**config.mk**
```make
export PLATFORM = sky130hd
export DESIGN_NAME = iir_coef_bank
export DESIGN_NICKNAME = d
export VERILOG_FILES = /design/src/rtl/iir_coef_pkg.sv /design/src/rtl/iir_band_enable.sv /design/src/rtl/iir_coef_store.sv /design/src/rtl/iir_coef_regif.sv /design/src/rtl/iir_coef_bank.sv
export SDC_FILE = /design/constraint.sdc
export NUM_CORES = 2
export LEC_CHECK = 0
export ABC_AREA = 1
export CAP_MARGIN = 10
export CORE_ASPECT_RATIO = 1.4
export CORE_MARGIN = 1.5
export CORE_UTILIZATION = 46
export CTS_CLUSTER_DIAMETER = 60
export DETAILED_ROUTE_END_ITERATION = 8
export SLEW_MARGIN = 20
export SYNTH_ARGS = -nofsm -noshare
export SYNTH_HDL_FRONTEND = slang
export SYNTH_HIERARCHICAL = 1
export SYNTH_SLANG_ARGS = --single-unit
export TNS_END_PERCENT = 20
```
**constraint.sdc**
```tcl
create_clock -name clk -period 13.2 [get_ports clk]
set_clock_uncertainty 0.05 [all_clocks]
set_input_delay 1.98 -clock clk [delete_from_list [all_inputs] [get_ports clk]]
set_output_delay 1.98 -clock clk [all_outputs]
set_load 0.02 [all_outputs]
```
**src/rtl/iir_coef_pkg.sv**
```systemverilog
package iir_coef_pkg;

    localparam int BYTE_W   = 8;
    localparam int PTR_W    = 7;
    localparam int LANES    = 4;
    localparam int LANE_W   = 2;
    localparam int SLOT_W   = PTR_W - LANE_W;
    localparam int COEF_W   = 30;
    localparam int RSVD_W   = LANES * BYTE_W - COEF_W;
    localparam int MSB_KEEP = BYTE_W - RSVD_W;
    localparam int STAGE_W  = (LANES - 1) * BYTE_W;

    localparam int DEF_BANDS = 5;
    localparam int DEF_TAPS  = 5;

    typedef enum logic [1:0] {
        SEL_NONE = 2'd0,
        SEL_PTR  = 2'd1,
        SEL_DATA = 2'd2,
        SEL_BAND = 2'd3
    } reg_sel_e;

    typedef struct packed {
        logic              en;
        logic [SLOT_W-1:0] slot;
        logic [LANE_W-1:0] lane;
        logic [BYTE_W-1:0] data;
    } lane_wr_t;

    function automatic logic [PTR_W-1:0] byte_addr(input int band, input int tap,
                                                   input int lane, input int taps);
        return PTR_W'((band * taps + tap) * LANES + lane);
    endfunction

endpackage

```
**src/rtl/iir_band_enable.sv**
```systemverilog
module iir_band_enable
    import iir_coef_pkg::*;
#(
    parameter int NUM_BANDS = DEF_BANDS
) (
    input  logic                 clk,
    input  logic                 rst,
    input  logic                 band_wr,
    input  logic [NUM_BANDS-1:0] band_wdata,
    output logic [NUM_BANDS-1:0] band_q
);

    always_ff @(posedge clk) begin
        if (rst) begin
            band_q <= '0;
        end else if (band_wr) begin
            band_q <= band_wdata;
        end
    end

    // enables move only on a write to their register
    assert_band_hold_R9: assert property (@(posedge clk) disable iff (rst)
        !band_wr |=> $stable(band_q));

endmodule

```
**src/rtl/iir_coef_store.sv**
```systemverilog
module iir_coef_store
    import iir_coef_pkg::*;
#(
    parameter int NUM_COEFS = DEF_BANDS * DEF_TAPS
) (
    input  logic              clk,
    input  logic              rst,
    input  lane_wr_t          lane_wr,
    input  logic [SLOT_W-1:0] rd_slot,
    input  logic [LANE_W-1:0] rd_lane,
    output logic [BYTE_W-1:0] rd_byte,
    input  logic              dp_valid,
    input  logic [SLOT_W-1:0] dp_slot,
    output logic [COEF_W-1:0] dp_coef
);

    localparam logic [SLOT_W:0] SLOT_LIM = (SLOT_W+1)'(NUM_COEFS);
    localparam logic [LANE_W-1:0] TOP_LANE = LANE_W'(LANES - 1);

    logic [STAGE_W-1:0] stage_q [NUM_COEFS];
    logic [COEF_W-1:0]  coef_q  [NUM_COEFS];

    always_ff @(posedge clk) begin
        if (rst) begin
            for (int s = 0; s < NUM_COEFS; s++) begin
                stage_q[s] <= '0;
                coef_q[s]  <= '0;
            end
        end else if (lane_wr.en) begin
            for (int s = 0; s < NUM_COEFS; s++) begin
                if (lane_wr.slot == SLOT_W'(s)) begin
                    if (lane_wr.lane == TOP_LANE) begin
                        coef_q[s] <= {lane_wr.data[MSB_KEEP-1:0], stage_q[s]};
                    end else begin
                        for (int l = 0; l < LANES - 1; l++) begin
                            if (lane_wr.lane == LANE_W'(l)) begin
                                stage_q[s][l*BYTE_W +: BYTE_W] <= lane_wr.data;
                            end
                        end
                    end
                end
            end
        end
    end

    // host readback: staged low bytes, committed top bits, reserved bits zero
    logic                       rd_ok;
    logic [SLOT_W-1:0]          rd_idx;
    logic [LANES*BYTE_W-1:0]    rd_word;

    always_comb begin
        rd_ok   = {1'b0, rd_slot} < SLOT_LIM;
        rd_idx  = rd_ok ? rd_slot : '0;
        rd_word = {{RSVD_W{1'b0}}, coef_q[rd_idx][COEF_W-1 -: MSB_KEEP], stage_q[rd_idx]};
        rd_byte = rd_ok ? rd_word[rd_lane*BYTE_W +: BYTE_W] : '0;
    end

    logic              dp_ok;
    logic [SLOT_W-1:0] dp_idx;

    always_comb begin
        dp_ok   = dp_valid && ({1'b0, dp_slot} < SLOT_LIM);
        dp_idx  = dp_ok ? dp_slot : '0;
        dp_coef = dp_ok ? coef_q[dp_idx] : '0;
    end

    logic [NUM_COEFS*COEF_W-1:0] coef_flat;
    for (genvar g = 0; g < NUM_COEFS; g++) begin : g_flat
        assign coef_flat[g*COEF_W +: COEF_W] = coef_q[g];
    end

    // committed coefficients change only on a top-byte write
    assert_commit_on_msb_R7: assert property (@(posedge clk) disable iff (rst)
        !(lane_wr.en && lane_wr.lane == TOP_LANE) |=> $stable(coef_flat));

endmodule

```
**src/rtl/iir_coef_regif.sv**
```systemverilog
module iir_coef_regif
    import iir_coef_pkg::*;
#(
    parameter int REG_AW     = 8,
    parameter int BLOCK_BASE = 0,
    parameter int USED_BYTES = DEF_BANDS * DEF_TAPS * LANES,
    parameter int NUM_BANDS  = DEF_BANDS
) (
    input  logic                 clk,
    input  logic                 rst,
    input  logic [REG_AW-1:0]    reg_addr,
    input  logic                 reg_wr,
    input  logic                 reg_rd,
    input  logic [BYTE_W-1:0]    reg_wdata,
    output logic [BYTE_W-1:0]    reg_rdata,
    output lane_wr_t             lane_wr,
    output logic [SLOT_W-1:0]    rd_slot,
    output logic [LANE_W-1:0]    rd_lane,
    input  logic [BYTE_W-1:0]    rd_byte,
    output logic                 band_wr,
    input  logic [NUM_BANDS-1:0] band_q
);

    localparam logic [REG_AW-1:0] ADDR_PTR  = REG_AW'(BLOCK_BASE);
    localparam logic [REG_AW-1:0] ADDR_DATA = REG_AW'(BLOCK_BASE + 1);
    localparam logic [REG_AW-1:0] ADDR_BAND = REG_AW'(BLOCK_BASE + 2);
    localparam logic [PTR_W:0]    USED_LIM  = (PTR_W+1)'(USED_BYTES);

    reg_sel_e         sel;
    logic [PTR_W-1:0] ptr_q;
    logic             in_range;

    always_comb begin
        unique case (reg_addr)
            ADDR_PTR:  sel = SEL_PTR;
            ADDR_DATA: sel = SEL_DATA;
            ADDR_BAND: sel = SEL_BAND;
            default:   sel = SEL_NONE;
        endcase
    end

    assign in_range = {1'b0, ptr_q} < USED_LIM;

    always_comb begin
        lane_wr.en   = reg_wr && (sel == SEL_DATA) && in_range;
        lane_wr.slot = ptr_q[PTR_W-1:LANE_W];
        lane_wr.lane = ptr_q[LANE_W-1:0];
        lane_wr.data = reg_wdata;
        rd_slot      = ptr_q[PTR_W-1:LANE_W];
        rd_lane      = ptr_q[LANE_W-1:0];
        band_wr      = reg_wr && (sel == SEL_BAND);
    end

    always_ff @(posedge clk) begin
        if (rst) begin
            ptr_q <= '0;
        end else if (reg_wr && sel == SEL_PTR) begin
            ptr_q <= reg_wdata[PTR_W-1:0];
        end else if (reg_wr && sel == SEL_DATA) begin
            ptr_q <= ptr_q + PTR_W'(1);
        end
    end

    always_ff @(posedge clk) begin
        if (rst) begin
            reg_rdata <= '0;
        end else if (reg_rd) begin
            unique case (sel)
                SEL_PTR:  reg_rdata <= BYTE_W'(ptr_q);
                SEL_DATA: reg_rdata <= in_range ? rd_byte : '0;
                SEL_BAND: reg_rdata <= BYTE_W'(band_q);
                default:  reg_rdata <= '0;
            endcase
        end
    end

    // input convention - one access per cycle
    assert_single_access_R4: assert property (@(posedge clk) disable iff (rst)
        !(reg_wr && reg_rd));

    // pointer write keeps low seven bits
    assert_ptr_load_R2: assert property (@(posedge clk) disable iff (rst)
        (reg_wr && sel == SEL_PTR) |=> ptr_q == $past(reg_wdata[PTR_W-1:0]));

    // data write steps the pointer, wrapping at the top
    assert_ptr_step_R3: assert property (@(posedge clk) disable iff (rst)
        (reg_wr && sel == SEL_DATA) |=> ptr_q == $past(ptr_q) + PTR_W'(1));

    // reads never move the pointer
    assert_ptr_hold_on_read_R4: assert property (@(posedge clk) disable iff (rst)
        (reg_rd && !reg_wr) |=> $stable(ptr_q));

    // unused byte addresses read as zero
    assert_oob_reads_zero_R8: assert property (@(posedge clk) disable iff (rst)
        (reg_rd && sel == SEL_DATA && !in_range) |=> reg_rdata == '0);

    // reserved top bits of byte 3 read as zero
    assert_rsvd_bits_zero_R6: assert property (@(posedge clk) disable iff (rst)
        (reg_rd && sel == SEL_DATA && ptr_q[LANE_W-1:0] == LANE_W'(LANES - 1))
        |=> reg_rdata[BYTE_W-1 -: RSVD_W] == '0);

endmodule

```
**src/rtl/iir_coef_bank.sv**
```systemverilog
module iir_coef_bank
    import iir_coef_pkg::*;
#(
    parameter int NUM_BANDS   = DEF_BANDS,
    parameter int NUM_TAPS    = DEF_TAPS,
    parameter int REG_AW      = 8,
    parameter int BASE_ADDR   = 0,
    parameter int INST_STRIDE = 16,
    parameter int INST_ID     = 0,
    parameter int BAND_SEL_W  = $clog2(NUM_BANDS),
    parameter int TAP_SEL_W   = $clog2(NUM_TAPS)
) (
    input  logic                  clk,
    input  logic                  rst,
    input  logic [REG_AW-1:0]     reg_addr,
    input  logic                  reg_wr,
    input  logic                  reg_rd,
    input  logic [7:0]            reg_wdata,
    output logic [7:0]            reg_rdata,
    input  logic [BAND_SEL_W-1:0] dp_band,
    input  logic [TAP_SEL_W-1:0]  dp_tap,
    output logic [29:0]           dp_coef,
    output logic [NUM_BANDS-1:0]  band_en
);

    localparam int NUM_COEFS  = NUM_BANDS * NUM_TAPS;
    localparam int USED_BYTES = NUM_COEFS * LANES;
    localparam int BLOCK_BASE = BASE_ADDR + INST_ID * INST_STRIDE;

    lane_wr_t          lane_wr;
    logic [SLOT_W-1:0] rd_slot;
    logic [LANE_W-1:0] rd_lane;
    logic [BYTE_W-1:0] rd_byte;
    logic              band_wr;
    logic              dp_valid;
    logic [SLOT_W-1:0] dp_slot;

    always_comb begin
        dp_valid = (int'(dp_band) < NUM_BANDS) && (int'(dp_tap) < NUM_TAPS);
        dp_slot  = SLOT_W'(int'(dp_band) * NUM_TAPS + int'(dp_tap));
    end

    iir_coef_regif #(
        .REG_AW     (REG_AW),
        .BLOCK_BASE (BLOCK_BASE),
        .USED_BYTES (USED_BYTES),
        .NUM_BANDS  (NUM_BANDS)
    ) u_regif (
        .clk       (clk),
        .rst       (rst),
        .reg_addr  (reg_addr),
        .reg_wr    (reg_wr),
        .reg_rd    (reg_rd),
        .reg_wdata (reg_wdata),
        .reg_rdata (reg_rdata),
        .lane_wr   (lane_wr),
        .rd_slot   (rd_slot),
        .rd_lane   (rd_lane),
        .rd_byte   (rd_byte),
        .band_wr   (band_wr),
        .band_q    (band_en)
    );

    iir_coef_store #(
        .NUM_COEFS (NUM_COEFS)
    ) u_store (
        .clk      (clk),
        .rst      (rst),
        .lane_wr  (lane_wr),
        .rd_slot  (rd_slot),
        .rd_lane  (rd_lane),
        .rd_byte  (rd_byte),
        .dp_valid (dp_valid),
        .dp_slot  (dp_slot),
        .dp_coef  (dp_coef)
    );

    iir_band_enable #(
        .NUM_BANDS (NUM_BANDS)
    ) u_band (
        .clk        (clk),
        .rst        (rst),
        .band_wr    (band_wr),
        .band_wdata (reg_wdata[NUM_BANDS-1:0]),
        .band_q     (band_en)
    );

    // an out-of-range selection yields zero
    assert_dp_range_zero_R11: assert property (@(posedge clk) disable iff (rst)
        !dp_valid |-> dp_coef == '0);

endmodule

```
Word level (Yosys, flattened, before mapping)

Memories as Yosys holds them, arrays and structs flattened.
Index checks and enable logic that the tools add are counted.
W data, S select, Z words.

Add/sub/neg operators: 2
$mul: 1
Div/mod/pow operators: 0
Order comparisons: 5
Equality and inequality tests: 32
Shift operators: 1
Mux-type cells: 518
Bitwise gates (word level): 100
Reductions and logical operators: 10

Operators with widths:

| cell                  | number |
|---|---|
| $mux W30              | 26 |
| $mux W8               | 77 |
| $mux W1               | 409 |
| $or A1 B1 Y1          | 100 |
| $eq A5 B5 Y1 const B  | 9 |
| $eq A5 B4 Y1 const B  | 8 |
| $shiftx A32 B6 Y8     | 1 |
| $pmux W8 S3           | 1 |
| $eq A5 B3 Y1 const B  | 4 |
| $mux W7               | 2 |
| $eq A5 B2 Y1 const B  | 2 |
| $lt A5 B5 Y1 const B  | 2 |
| $mux W5               | 2 |
| $eq A2 B2 Y1 const B  | 4 |
| $eq A8 B1 Y1 const B  | 1 |
| $eq A8 B2 Y1 const B  | 1 |
| $logic_not A8 Y1      | 1 |
| $add A7 B1 Y7 const B | 1 |
| $lt A7 B7 Y1 const B  | 1 |
| $logic_and A1 B1 Y1   | 6 |
| $lt A3 B3 Y1 const B  | 2 |
| $pmux W2 S3           | 1 |
| $add A5 B3 Y5         | 1 |
| $eq A5 B1 Y1 const B  | 1 |
| 5 further kinds       | 6 |

Register bits: 20
Bits in latches: 0
Bits in writable memories: 1350
Memory bits (read-only): 0
Input bits: 26
Output and inout port bits: 43
Word-level logic and storage cells: 674
Memories: 2

Memories:

| name            | words | bits a word | rd ports | clocked after Yosys merged registers in | wr ports | RTL line             | text |
|---|---|---|---|---|---|---|---|
| u_store.coef_q  | 25    | 30          | 2        | 0                                       | 25       | iir_coef_store.sv:21 | `logic [COEF_W-1:0] coef_q [NUM_COEFS];` |
| u_store.stage_q | 25    | 24          | 26       | 0                                       | 25       | iir_coef_store.sv:20 | `logic [STAGE_W-1:0] stage_q [NUM_COEFS];` |

Longest topological paths before layout

Depth after elaboration: 9
Gate-level depth with buffers: 23

Hierarchy

Netlist, hierarchy kept.

By module, submodules not included:

| module          | times used | cells an instance | area each (um2) |
|---|---|---|---|
| iir_coef_store  | 1          | 7001              | 64037.7 |
| iir_coef_regif  | 1          | 173               | 1136.1 |
| iir_coef_bank   | 1          | 29                | 217.7 |
| iir_band_enable | 1          | 32                | 209.0 |

Worst setup path after synthesis

OpenSTA, ideal clock, no wires.

Kind: in2out
From: in dp_band[0]
To: out dp_coef[27]
Data arrival time: 4719 ps
Required time: 11170 ps
Path slack: 6451 ps
Cell stages on the path: 19
Path through: ha_1 ha_1 inv_1 fa_1 xnor2_1 buf_2 nand2_1 inv_1 a21boi_4 nand2_2 inv_2 buf_2 buf_2 nand2_1 o211ai_1 nand3_1 nand3_1 nand3_1 nand2_1

Longest elaborated chain between the ends: 7
Elaborated cells on any way between the ends: 9

Ends and longest elaborated chain:

| item                | RTL line             | text |
|---|---|---|
| start, declared     | iir_coef_bank.sv:20  | `input logic [BAND_SEL_W-1:0] dp_band,` |
| $mul A3 B3 Y5 *     | iir_coef_bank.sv:40  | `dp_slot = SLOT_W'(int'(dp_band) * NUM_TAPS + int'(dp_tap));` |
| $add A5 B3 Y5 *     | iir_coef_bank.sv:40  |  |
| via dp_slot[3]      | iir_coef_bank.sv:36  | `logic [SLOT_W-1:0] dp_slot;` |
| $lt A5 B5 Y1        | iir_coef_store.sv:62 | `dp_ok = dp_valid && ({1'b0, dp_slot} < SLOT_LIM);` |
| $logic_and A1 B1 Y1 | iir_coef_store.sv:62 |  |
| $mux W5             | iir_coef_store.sv:63 | `dp_idx = dp_ok ? dp_slot : '0;` |
| $mem_v2 Z25 W30     | --                   |  |
| $mux W30 *          | iir_coef_store.sv:64 | `dp_coef = dp_ok ? coef_q[dp_idx] : '0;` |
| end, declared       | iir_coef_bank.sv:22  | `output logic [29:0] dp_coef,` |

The timed path passes the listed nets; every way through them passes the cells marked *.

Final worst setup path

From: in dp_band[0]
To: out dp_coef[8]

The elaborated chain is that of the path after synthesis.

==> impl_metrics.env <==
export IMPL_run_status="completed"
export IMPL_grt_overflow=0
export IMPL_netSwitchingPower_mw=2.68
export IMPL_avgViaCountPerCell=5.72
export IMPL_finalHoldViolCount=0
export IMPL_seqPwrFrac=0.499
export IMPL_power_switching_fraction=0.267
export IMPL_share_of_post_route_cells_with_drive_strength_above_1=0.0542
export IMPL_cts_path_max_buffers=3
export IMPL_grt_first_pass_wirelength_um=335000
export IMPL_layout_area_overhead_vs_synth_pct=9.91
export IMPL_max_clock_freq_mhz=93.3
export IMPL_rows=163
export IMPL_number_of_top_level_pins=69
export IMPL_wire_per_inst_um=26.0
export IMPL_min_path_type="register to register"
export IMPL_fraction_of_synthesis_flops_using_an_asynchronous_set_or_reset_pin=0
export IMPL_synth_edf_count=1350
export IMPL_fp_dieH_um=450
export IMPL_synth_top_cells_by_area="edfxtp_1, nand2_1, nand3_1, nor2_1, inv_1"
export IMPL_wirelength_um=236000
export IMPL_cts_hold_repair_buffers=0
export IMPL_grt_setup_unrepaired="false"
export IMPL_cts_tree="yes"
export IMPL_critical_path_top_delay_family="buffers and inverters"
export IMPL_share_comb_of_total_power=0.120
export IMPL_floorplan_initialDensity=0.464
export IMPL_max_vdd_ir_drop_v=0.000146
export IMPL_timing_max_transition_violations_final=0
export IMPL_intPower_mw=7.37
export IMPL_coreArea_um2=141000
export IMPL_cts_root_buffer_cell="clkbuf_16"
export IMPL_cts_htree_levels=4
export IMPL_dp_hpwl_um=152000
export IMPL_clk_latency_ps=800
export IMPL_postPlaceCellArea_um2=67800
export IMPL_largest_net_degree_at_the_start_of_global_routing=170
export IMPL_drt_pre_antenna_iters=6
export IMPL_post_synth_cell_area_avg_um2=9.07
export IMPL_synthesis_yosys_warnings=6
export IMPL_critPathLaunchType="input port"
export IMPL_path_clk_slew_ps=60
export IMPL_max_slew_margin=0.179
export IMPL_cap_violations=0
export IMPL_post_synth_most_frequent_cells="nand2_1, edfxtp_1, nor2_1, nand3_1, inv_1"
export IMPL_synth_fp_nets=7271
export IMPL_yosysSeqAreaShare=0.624
export IMPL_chipWidth_um=322
export IMPL_worst_slew_pin_slew_ps=1230
export IMPL_yosys_register_bits=1370
export IMPL_detail_route_drc_violations=0
export IMPL_timing_critical_path_buf_inv=8
export IMPL_number_of_clock_sinks=1370
export IMPL_finish_cell_count_without_fillers=9078
export IMPL_cts_setup_buffers=0
export IMPL_timing_critical_path_slowest_cell_delay_ps=730
export IMPL_initial_antenna_violation_count=4
export IMPL_synth_most_common_cell="nand2_1"
export IMPL_setup_tns_ps=0
export IMPL_finalWorstPathRequiredPeriod_ps=10720
export IMPL_postSynthCellCount=7235
export IMPL_dr_first_iter_drc_count=6556
export IMPL_powerDensity_nw_per_um2=139
export IMPL_ff2ff_setup_slack_ps=6860
export IMPL_crit_type="input port to output port"
export IMPL_cts_made_buffers=137
export IMPL_required_ps=11170
export IMPL_port_buffer_count=68
export IMPL_cts_resizes=0
export IMPL_cp_end_kind="output port"
export IMPL_place_congestion=0.961
export IMPL_route_vias_total=51889
export IMPL_synth_top_cell_by_area="edfxtp_1"
export IMPL_fin_crit_sh=0.812
export IMPL_synthDominantCellAreaShare=0.618
export IMPL_worstPathArrival_ps=8690
export IMPL_grt_util_all_layers=0.322
export IMPL_crit_fanout=72
export IMPL_clock_power_share=0.381
export IMPL_syn_cell_area_um2=65600
export IMPL_critical_path_top_cell_by_count="nand2_1"
export IMPL_grt_pass1_vias=49468
export IMPL_ant_nets=0
export IMPL_cp_cell_sequence="clkdlybuf4s50_1 -> ha_1 -> ha_1 -> inv_1 -> fa_1 -> xnor2_1 -> nand2_1 -> inv_1 -> a21boi_4 -> nand2_4 -> inv_6 -> buf_4 -> buf_4 -> nand3_1 -> nand3_1 -> nand3_1 -> nand2_1 -> nand2_1 -> nand2_1 -> inv_1 -> clkdlybuf4s50_1"
export IMPL_post_place_cells=8835
export IMPL_dominantRegCellSynth="edfxtp_1"
export IMPL_number_of_failing_setup_endpoints_in_the_final_timing_report=0
export IMPL_synthDistinctLibCells=34
export IMPL_post_route_cell_area_um2=72100
export IMPL_leakagePower_nw=29.8
export IMPL_final_net_count=7113
export IMPL_floorplan_die_area_um2=145000
export IMPL_worst_path_max_delay_cell="inv_6"
-- path summary, 6_finish.rpt --
kind | endpoint | cells past startpoint | start
max | dp_coef[8] | 21 | dp_band[0]
min | u_regif/reg_rdata[3]$_SDFFE_PP0P_ | 2 | u_regif/reg_rdata[3]$_SDFFE_PP0P_
max reg2reg | u_regif/reg_rdata[2]$_SDFFE_PP0P_ | 21 | u_regif/ptr_q[5]$_SDFFE_PP0P_
min reg2reg | u_regif/reg_rdata[3]$_SDFFE_PP0P_ | 2 | u_regif/reg_rdata[3]$_SDFFE_PP0P_
-- metrics by stage --
step	setup slack, ps	util	power [mW]	hold WS (ps)
floorplan	6450	-	5.74	466
global placement	2650	0.480	6.28	410
detailed placement	2600	0.480	6.28	412
CTS	2580	0.510	10.1	420
global route	2310	0.510	10.3	447
finish	2480	0.510	10.1	422
-- power by group through the flow --
stage | Sequential (mW) | Clock [mW] | Combinational, mW
3_3_place_gp | 5.10 | 0 | 1.18
4_1_cts | 5.01 | 3.87 | 1.18
5_1_grt | 5.03 | 4.02 | 1.27
2_1_floorplan | 5.09 | 0 | 0.655
6_report | 5.01 | 3.83 | 1.21
3_5_place_dp | 5.11 | 0 | 1.17
-- registers in the layout, indices dropped and copies added (netlist names) --
name and count:
u_band/band_q 5, u_regif/ptr_q 7, u_regif/reg_rdata 8, u_store/coef_q 750
u_store/stage_q 600
-- cells by family (layout without fill, tap and decap cells) --
group / after synthesis / in the layout / synth area share
adder cells (fa/ha/maj): 10 / 10 / 0.00202
flip-flops: 1370 / 1370 / 0.624
other: 0 / 2 / 0
AO/OA/AOI/OAI: 390 / 390 / 0.0335
buffers and inverters: 1252 / 1196 / 0.0756
AND/OR/NAND/NOR: 4208 / 4208 / 0.264
XOR/XNOR: 5 / 5 / 0.000668
-- cell usage in the layout (no fill, tap or decap), drive strengths merged --
cell type,netlist,final
dfxtp,20,20
ha,9,9
o21ai,223,223
bufinv,0,8
inv,772,775
a21oi,79,79
nand2,1790,1790
nand3,1114,1114
o211ai,84,84
o21a,1,1
nand4,5,5
clkinv,1,60
o21bai,2,2
clkdlybuf4s50,0,67
diode,0,2
edfxtp,1350,1350
clkbuf,276,169
xnor2,2,2
buf,203,115
xor2,3,3
nor4,1,1
a21boi,1,1
nor2,1284,1284
fa,1,1
nand3b,10,10
clkinvlp,0,2
nor3,4,4
-- final cells by class --
class	instances	area (um2)
inverter	773	2940
tap	1897	2370
sequential	1370	40900
antenna	2	5.00
fill	13047	69200
clock buffer	169	3710
clock inverter	72	553
multi-input combinational	4613	20000
timing repair buffer	182	1600
-- worst min-delay path, stage by stage, from the launching register on --
cell and delay, ps:
dfxtp_1 310, nand2_1 60, a21oi_1 60
-- routing by layer --
layer	GRT usage	vias to the layer above	part of all wire
li1	-	23336	-
met1	0.367	24896	0.34
met2	0.536	2911	0.48
met3	0.0602	746	0.089
met4	0.244	0	0.087
met5	0	-	0
Power figures use the tool's default switching activity.
